==> src/rtl/sat_pkg.sv <==
package sat_pkg;
  typedef enum logic [1:0] {
    OP_ADD  = 2'd0,
    OP_SUB  = 2'd1,
    OP_RSUB = 2'd2,
    OP_RSVD = 2'd3
  } sat_op_e;

  typedef struct packed {
    logic zero;
    logic sign;
    logic carry;
    logic ovf;
  } sat_cond_t;
endpackage

==> src/rtl/sat_raw_arith.sv <==
// Wrapping add/subtract with raw carry/borrow and signed overflow detection.
module sat_raw_arith
  import sat_pkg::*;
#(
  parameter int WIDTH = 32
) (
  input  sat_op_e            op,
  input  logic [WIDTH-1:0]   a,
  input  logic [WIDTH-1:0]   b,
  output logic [WIDTH-1:0]   raw,
  output logic               carry,
  output logic               ovf
);
  localparam int MSB = WIDTH - 1;

  logic [WIDTH-1:0] x, y;
  logic [WIDTH:0]   ext;
  logic             is_add;

  always_comb begin
    is_add = (op == OP_ADD);
    // Reverse subtract swaps the operand roles so one subtractor serves both.
    if (op == OP_RSUB) begin
      x = b;
      y = a;
    end else begin
      x = a;
      y = b;
    end
    if (is_add) ext = {1'b0, x} + {1'b0, y};
    else        ext = {1'b0, x} - {1'b0, y};
    raw   = ext[MSB:0];
    carry = ext[WIDTH];
    if (is_add) ovf = (x[MSB] == y[MSB]) && (raw[MSB] != x[MSB]);
    else        ovf = (x[MSB] != y[MSB]) && (raw[MSB] != x[MSB]);
  end
endmodule

==> src/rtl/sat_clamp.sv <==
// Replaces an overflowed value with the nearest signed extreme and derives
// zero/sign from the value that will actually be stored.
module sat_clamp #(
  parameter int WIDTH = 32
) (
  input  logic [WIDTH-1:0] raw,
  input  logic             ovf,
  output logic [WIDTH-1:0] value,
  output logic             zero,
  output logic             sign
);
  localparam int MSB = WIDTH - 1;
  localparam logic [WIDTH-1:0] MAX_POS = {1'b0, {MSB{1'b1}}};
  localparam logic [WIDTH-1:0] MIN_NEG = {1'b1, {MSB{1'b0}}};

  always_comb begin
    if (ovf && raw[MSB])      value = MAX_POS;  // wrapped negative: went too high
    else if (ovf)             value = MIN_NEG;  // wrapped positive: went too low
    else                      value = raw;
    zero = (value == '0);
    sign = value[MSB];
  end

  always_comb begin
    if (ovf) assert (!zero) else $error("AST_CLAMP_NONZERO");
  end
endmodule

==> src/rtl/sat_addsub_unit.sv <==
module sat_addsub_unit
  import sat_pkg::*;
#(
  parameter int WIDTH = 32
) (
  input  logic             clk,
  input  logic             rst,
  input  logic             in_valid,
  input  logic [1:0]       op_sel,
  input  logic [WIDTH-1:0] opnd_a,
  input  logic [WIDTH-1:0] opnd_b,
  input  logic             sat_clr,
  output logic [WIDTH-1:0] result,
  output logic             flag_zero,
  output logic             flag_sign,
  output logic             flag_carry,
  output logic             flag_ovf,
  output logic             flag_sat
);
  localparam int MSB = WIDTH - 1;
  localparam logic [WIDTH-1:0] MAX_POS = {1'b0, {MSB{1'b1}}};
  localparam logic [WIDTH-1:0] MIN_NEG = {1'b1, {MSB{1'b0}}};

  sat_op_e          op;
  logic [WIDTH-1:0] raw, clamped;
  logic             raw_cy, raw_ov, c_zero, c_sign, accept;
  sat_cond_t        cond_d, cond_q;

  assign op     = sat_op_e'(op_sel);
  assign accept = in_valid && (op != OP_RSVD);

  sat_raw_arith #(.WIDTH(WIDTH)) u_arith (
    .op(op), .a(opnd_a), .b(opnd_b),
    .raw(raw), .carry(raw_cy), .ovf(raw_ov)
  );

  sat_clamp #(.WIDTH(WIDTH)) u_clamp (
    .raw(raw), .ovf(raw_ov),
    .value(clamped), .zero(c_zero), .sign(c_sign)
  );

  always_comb begin
    cond_d.zero  = c_zero;
    cond_d.sign  = c_sign;
    cond_d.carry = raw_cy;
    cond_d.ovf   = raw_ov;
  end

  always_ff @(posedge clk) begin
    if (rst) begin
      result   <= '0;
      cond_q   <= '0;
      flag_sat <= 1'b0;
    end else begin
      if (accept) begin
        result <= clamped;
        cond_q <= cond_d;
      end
      // A new overflow wins over a simultaneous clear.
      flag_sat <= (flag_sat && !sat_clr) || (accept && raw_ov);
    end
  end

  assign flag_zero  = cond_q.zero;
  assign flag_sign  = cond_q.sign;
  assign flag_carry = cond_q.carry;
  assign flag_ovf   = cond_q.ovf;

  AST_SIGN_MATCH: assert property (@(posedge clk) disable iff (rst)
    flag_sign == result[MSB]);
  AST_ZERO_MATCH: assert property (@(posedge clk) disable iff (rst)
    flag_zero |-> (result == '0));
  AST_CLAMP_POS: assert property (@(posedge clk) disable iff (rst)
    (flag_ovf && !flag_sign) |-> (result == MAX_POS));
  AST_CLAMP_NEG: assert property (@(posedge clk) disable iff (rst)
    (flag_ovf && flag_sign) |-> (result == MIN_NEG && !flag_zero));
  AST_SAT_STICKY: assert property (@(posedge clk) disable iff (rst)
    (flag_sat && !sat_clr) |=> flag_sat);
  AST_OVF_SETS_SAT: assert property (@(posedge clk) disable iff (rst)
    (in_valid && op_sel != 2'd3) |=> (!flag_ovf || flag_sat));
  AST_IDLE_HOLD: assert property (@(posedge clk) disable iff (rst)
    (!in_valid || op_sel == 2'd3) |=> $stable(result));
endmodule

==> config.mk <==
export PLATFORM = sky130hd
export DESIGN_NAME = sat_addsub_unit
export DESIGN_NICKNAME = d
export VERILOG_FILES = /design/src/rtl/sat_pkg.sv /design/src/rtl/sat_raw_arith.sv /design/src/rtl/sat_clamp.sv /design/src/rtl/sat_addsub_unit.sv
export SDC_FILE = /design/constraint.sdc
export NUM_CORES = 1
export LEC_CHECK = 0
export ABC_CLOCK_PERIOD_IN_PS = 18600
export BUFFER_PORTS_ARGS = -buffer_cell sky130_fd_sc_hd__clkbuf_2
export CORE_AREA = 3 3 105 97
export CTS_CLUSTER_DIAMETER = 120
export DETAILED_ROUTE_END_ITERATION = 7
export DIE_AREA = 0 0 108 100
export GPL_TIMING_DRIVEN = 0
export PLACE_DENSITY = 0.95
export SKIP_CTS_REPAIR_TIMING = 1
export SYNTH_ARGS = -nofsm -noshare
export SYNTH_HDL_FRONTEND = slang
export SYNTH_SLANG_ARGS = --single-unit
==> constraint.sdc <==
create_clock -name clk -period 18.6 [get_ports clk]
set_clock_uncertainty 0.15 [all_clocks]
set_input_delay 3.72 -clock clk [delete_from_list [all_inputs] [get_ports clk]]
set_output_delay 3.72 -clock clk [all_outputs]
set_load 0.005 [all_outputs]
After elaboration in Yosys (flattened, before gate mapping)
Index checks and enable logic that the tools add are counted. W data, S select, Z words.

Register bits: 37. Word-level logic and storage cells: 29. Output and inout port bits: 37. Input port bits: 70.

Multiplexer cells: 6. Eq/ne operators: 5. Reductions and logical operators: 10. Add/sub/neg operators: 2.

Operators with widths (number): $mux W32 (4); $add A32 B32 Y33 (1); $mux W33 (1); $sub A32 B32 Y33 (1); $logic_not A32 Y1 (1); $logic_and A1 B1 Y1 (6); $eq A2 B2 Y1 const B (1); $logic_not A2 Y1 (1); $ne A1 B1 Y1 (2); $ne A2 B2 Y1 const B (1); $eq A1 B1 Y1 (1); $logic_not A1 Y1 (1); $logic_or A1 B1 Y1 (1); $mux W1 (1).

Logic depth before layout (Yosys ltp)
Word-level depth: 10. Gate-level depth with buffers: 31. Mapped depth without buffers: 23.

By module
Synthesis repeated with hierarchy kept, for this count alone.

Cells, all modules: 860. Area total of the unflattened synthesis: 5923.2 um^2.

By module, submodules not included: sat_raw_arith (cells each 616, area each 3990.1 um^2, times used 1, seq. area each 0.0 um^2); sat_addsub_unit (cells each 160, area each 1531.5 um^2, times used 1, seq. area each 740.7 um^2); sat_clamp (cells each 84, area each 401.6 um^2, times used 1, seq. area each 0.0 um^2).

Least setup slack after synthesis
Ideal clock, no wire load.

Path kind: input -> register. From: input port op_sel[0]. To: register result[0]. Path slack: 8712 ps. Library setup time: 132 ps. Stages: 29. Data required time: 18318 ps. Arrival: 9607 ps. Cells stage by stage: buf_4 nand2b_4 buf_8 buf_2 clkbuf_1 buf_1 buf_1 mux2i_1 ha_1 o211ai_1 or4_4 and3b_2 o211a_1 buf_6 a211oi_1 a211oi_1 ha_1 clkbuf_1 nand2_1 nor2_1 and3_1 o211ai_1 o2111ai_1 o21bai_1 xor2_2 mux4_2 buf_4 a21oi_1 nor3_1.

Cells in the longest elaborated chain, start to end: 9.

RTL lines: start: declaration (line sat_addsub_unit.sv:9) `input logic [1:0] op_sel,`; $eq A2 B2 Y1 (line sat_raw_arith.sv:23) `if (op == OP_RSUB) begin`; $mux W32 (line sat_raw_arith.sv:23); $sub A32 B32 Y33 / $add A32 B32 Y33 (equally long branches) (line sat_raw_arith.sv:31, sat_raw_arith.sv:30); $mux W33 (line sat_raw_arith.sv:30) `if (is_add) ext = {1'b0, x} + {1'b0, y};`; $ne A1 B1 Y1 (line sat_raw_arith.sv:34, sat_raw_arith.sv:35); $logic_and A1 B1 Y1, on equally long branches (line sat_raw_arith.sv:35, sat_raw_arith.sv:34); $mux W1 (line sat_raw_arith.sv:34) `if (is_add) ovf = (x[MSB] == y[MSB]) && (raw[MSB] != x[MSB]);`; $mux W32 / $logic_and A1 B1 Y1 (equally long branches) (line sat_clamp.sv:18, sat_clamp.sv:17); $mux W32 (line sat_clamp.sv:17) `if (ovf && raw[MSB]) value = MAX_POS;`; end signal: assignment (line sat_addsub_unit.sv:56) `result <= clamped;`; end: declaration (line sat_addsub_unit.sv:13) `output logic [WIDTH-1:0] result,`.

Parallel ways exist; a longest one is shown, timed or not. A chain may end at the register's enable or synchronous reset.

Final worst setup path
From: input port op_sel[0]. To: register result[22].

The elaborated chain is that of the path after synthesis.

==> impl_metrics.tcl <==
set metrics [dict create \
    async_reset_ff_frac 0 \
    drt_pre_antenna_iters 6 \
    antenna_cells 0 \
    global_route.overflow_total 0 \
    synth.distinct_cells 69 \
    place.detailed.hpwl_mm 14.1 \
    number_of_synthesized_flops_with_an_enable_pin 0 \
    maximum_achievable_frequency_mhz 89.1 \
    synth_most_common_cell "sky130_fd_sc_hd__nor2_1" \
    critical_path_source_type "input pin" \
    clock_tree_from_tritoncts "yes" \
    ctsLongestPathBuffers 2 \
    setup_repair_after_global_routing_missed_its_margin "false" \
    placement_rows 33 \
    htreeDepth 2 \
    synthesis.instances 858 \
    synth_fp_nets 962 \
    path_clk_slew_ps 70 \
    netlist.area_leader.share 0.130 \
    holdCritPathClass "reg2reg" \
    ios 107 \
    synth_area_leaders "sky130_fd_sc_hd__dfxtp_1, sky130_fd_sc_hd__nor2_1, sky130_fd_sc_hd__a21oi_1" \
    path_class "in2reg" \
    timing.critical_path.max_delay_family "buffers and inverters" \
    final_period_minus_worst_setup_slack_ps 11220 \
    layout-area-overhead-vs-synth_pct 14.0 \
    max-slew-margin-rel 0.459 \
    total_leakage_power_nw 2.91 \
    detail-route-antenna-nets 0 \
    core_area_sq_um 9130 \
    net_switching_fraction_of_the_power 0.446 \
    clk_tree_root_cell "sky130_fd_sc_hd__clkbuf_8" \
    timing.max_cap.violations 0 \
    syn-cell-area_sq_um 5550 \
    postSynthAreaPerCell_sq_um 6.47 \
    die_width_microns 108 \
    gpl.final_weighted_congestion 0.964 \
    critical_path_required_ps 18620 \
    total_detailed_routing_wirelength_mm 18.0 \
    synth-main-ff-cell "sky130_fd_sc_hd__dfxtp_1" \
    power_density_nw_per_um2 62.4 \
    register_area_share_after_synthesis 0.130 \
    total_via_count_in_the_routed_design 7083 \
    seqPwrFrac 0.231 \
    hold_violations 0 \
    floorplan.die.height_microns 100 \
    die_area_sq_um 10800 \
    comb_power_share 0.595 \
    drc_errors 0 \
    grt_antenna_before_repair 0 \
    max_stage_delay_ps 680 \
    grt_max_degree 12 \
    critPathMaxFanout 10 \
    cts_buffers 5 \
    synth_seq_cells 36 \
    worst_vdd_rail_ir_drop_mv 0.0323 \
    grt_first_pass_wirelength_mm 29.0 \
    yosysTopAreaCell "sky130_fd_sc_hd__dfxtp_1" \
    total_power_uw 394 \
    initial_util 0.608 \
    cts.sink_count 36 \
    internal_power_uw 219 \
    crit_slowest_cell "sky130_fd_sc_hd__or4_4" \
    synth_warnings 0 \
    port_buffers 103 \
    net-switching-power_uw 176 \
    grtUsageTotal 0.323 \
    setup-tns-final_ps 0 \
    ratio_of_cells_with_drive_above_1_in_the_final_layout 0.148 \
    n_fill_cell 821 \
    final_max_slew_viol_count 0 \
    ys_top_cells_by_count "sky130_fd_sc_hd__nor2_1, sky130_fd_sc_hd__nand2_1, sky130_fd_sc_hd__a21oi_1" \
    cp_num_buf_inv 9 \
    critical_path_arrival_ps 11240 \
    worst_skew_pair.late_latency_ps 290 \
    finalCritPeriodShare 0.603 \
    wire_per_inst_microns 16.5 \
    clock_power_share 0.174 \
    vias_per_cell 6.49 \
    finalSetupViolCount 0 \
    run_status "complete, no violations" \
    slew_at_the_pin_closest_to_its_max_slew_limit_ps 812 \
    grt_pass1_vias 6331 \
    layout.nets 1072 \
    drt-initial-drc-count 733 \
    critical_path.endpoint_type "flip-flop" \
]
-- sequential cells by signal, indices dropped and copies added (netlist names) --
| register | cells |
|---|---|
| flag_sat | 1 |
| flag_ovf | 1 |
| flag_carry | 1 |
| result | 32 |
| flag_zero | 1 |
-- layout make-up --
class | instances | area (sq um) | share of cell area
plain buffers | 56 | 258 | 0.0408
clock buffers | 6 | 72.6 | 0.0115
clock inverters | 2 | 35.0 | 0.00554
inverters | 22 | 82.6 | 0.0131
multi-input cells | 744 | 4490 | 0.710
flip-flops and latches | 36 | 721 | 0.114
well taps | 122 | 153 | 0.0241
repair buffers | 103 | 515 | 0.0815
-- power groups by stage --
stage / logic (mW) / registers, mW / clock network [mW]
after floorplan: 0.163 / 0.0931 / 0
after global placement: 0.222 / 0.0925 / 0
after detailed placement: 0.227 / 0.0929 / 0
after CTS: 0.229 / 0.0911 / 0.0685
after global routing: 0.258 / 0.0920 / 0.0726
final: 0.235 / 0.0911 / 0.0686
-- through the flow --
stage	area (sq um)	setup WS, ps	hold WS (ps)	util	instances
finish	6320	7380	330	0.693	1091
detailed placement	6220	7250	314	0.681	1083
global route	6320	6980	356	0.693	1091
global placement	6220	7330	317	0.681	1083
CTS	6320	7520	326	0.693	1091
floorplan	5550	8710	316	-	858
-- kinds of logic (layout without fill, tap and decap cells) --
logic type,after synthesis,count (layout),synth area share
XOR/XNOR,29,29,0.0471
adder cells (fa/ha/maj),35,35,0.0798
buffers and inverters,78,189,0.0613
AO/OA/AOI/OAI,251,251,0.287
flip-flops,36,36,0.130
multiplexers,42,42,0.0785
AND/OR/NAND/NOR,387,387,0.316
-- worst reg2reg max path, stage by stage, from the launching register on --
cell                      delay [ps]
sky130_fd_sc_hd__dfxtp_1         320
sky130_fd_sc_hd__nor3b_1         140
sky130_fd_sc_hd__a31o_2          230
-- per-layer routing --
metal,share of wire,global-route usage,up-vias
met5,0,0,-
li1,-,-,3327
met2,0.45,0.528,479
met1,0.39,0.429,3176
met4,0.044,0.140,0
met3,0.11,0.0412,101
-- placed cells by master (no fill, tap or decap), types with 16 or more instances in the layout --
cell and n:
sky130_fd_sc_hd__nor2_1 127, sky130_fd_sc_hd__clkbuf_1 31, sky130_fd_sc_hd__inv_1 22, sky130_fd_sc_hd__a21oi_1 91, sky130_fd_sc_hd__a211oi_1 39, sky130_fd_sc_hd__nand2_1 118
sky130_fd_sc_hd__mux2i_1 39, sky130_fd_sc_hd__ha_1 33, sky130_fd_sc_hd__xnor2_1 16, sky130_fd_sc_hd__o21ai_0 38, sky130_fd_sc_hd__dfxtp_1 36, sky130_fd_sc_hd__nor3_1 70
sky130_fd_sc_hd__clkbuf_2 103
-- path summary, 6_finish.rpt --
| path | start | endpoint | slack [ps] | cells after the start |
|---|---|---|---|---|
| hold / removal | flag_ovf$_SDFFE_PP0P_ | flag_ovf$_SDFFE_PP0P_ | 330 | 2 |
| hold reg to reg | flag_ovf$_SDFFE_PP0P_ | flag_ovf$_SDFFE_PP0P_ | 330 | 2 |
| setup reg to reg | flag_zero$_SDFFE_PP0P_ | flag_zero$_SDFFE_PP0P_ | 17660 | 2 |
| setup / recovery | op_sel[0] | result[22]$_SDFFE_PP0P_ | 7380 | 29 |
Power figures use the tool's default switching activity.
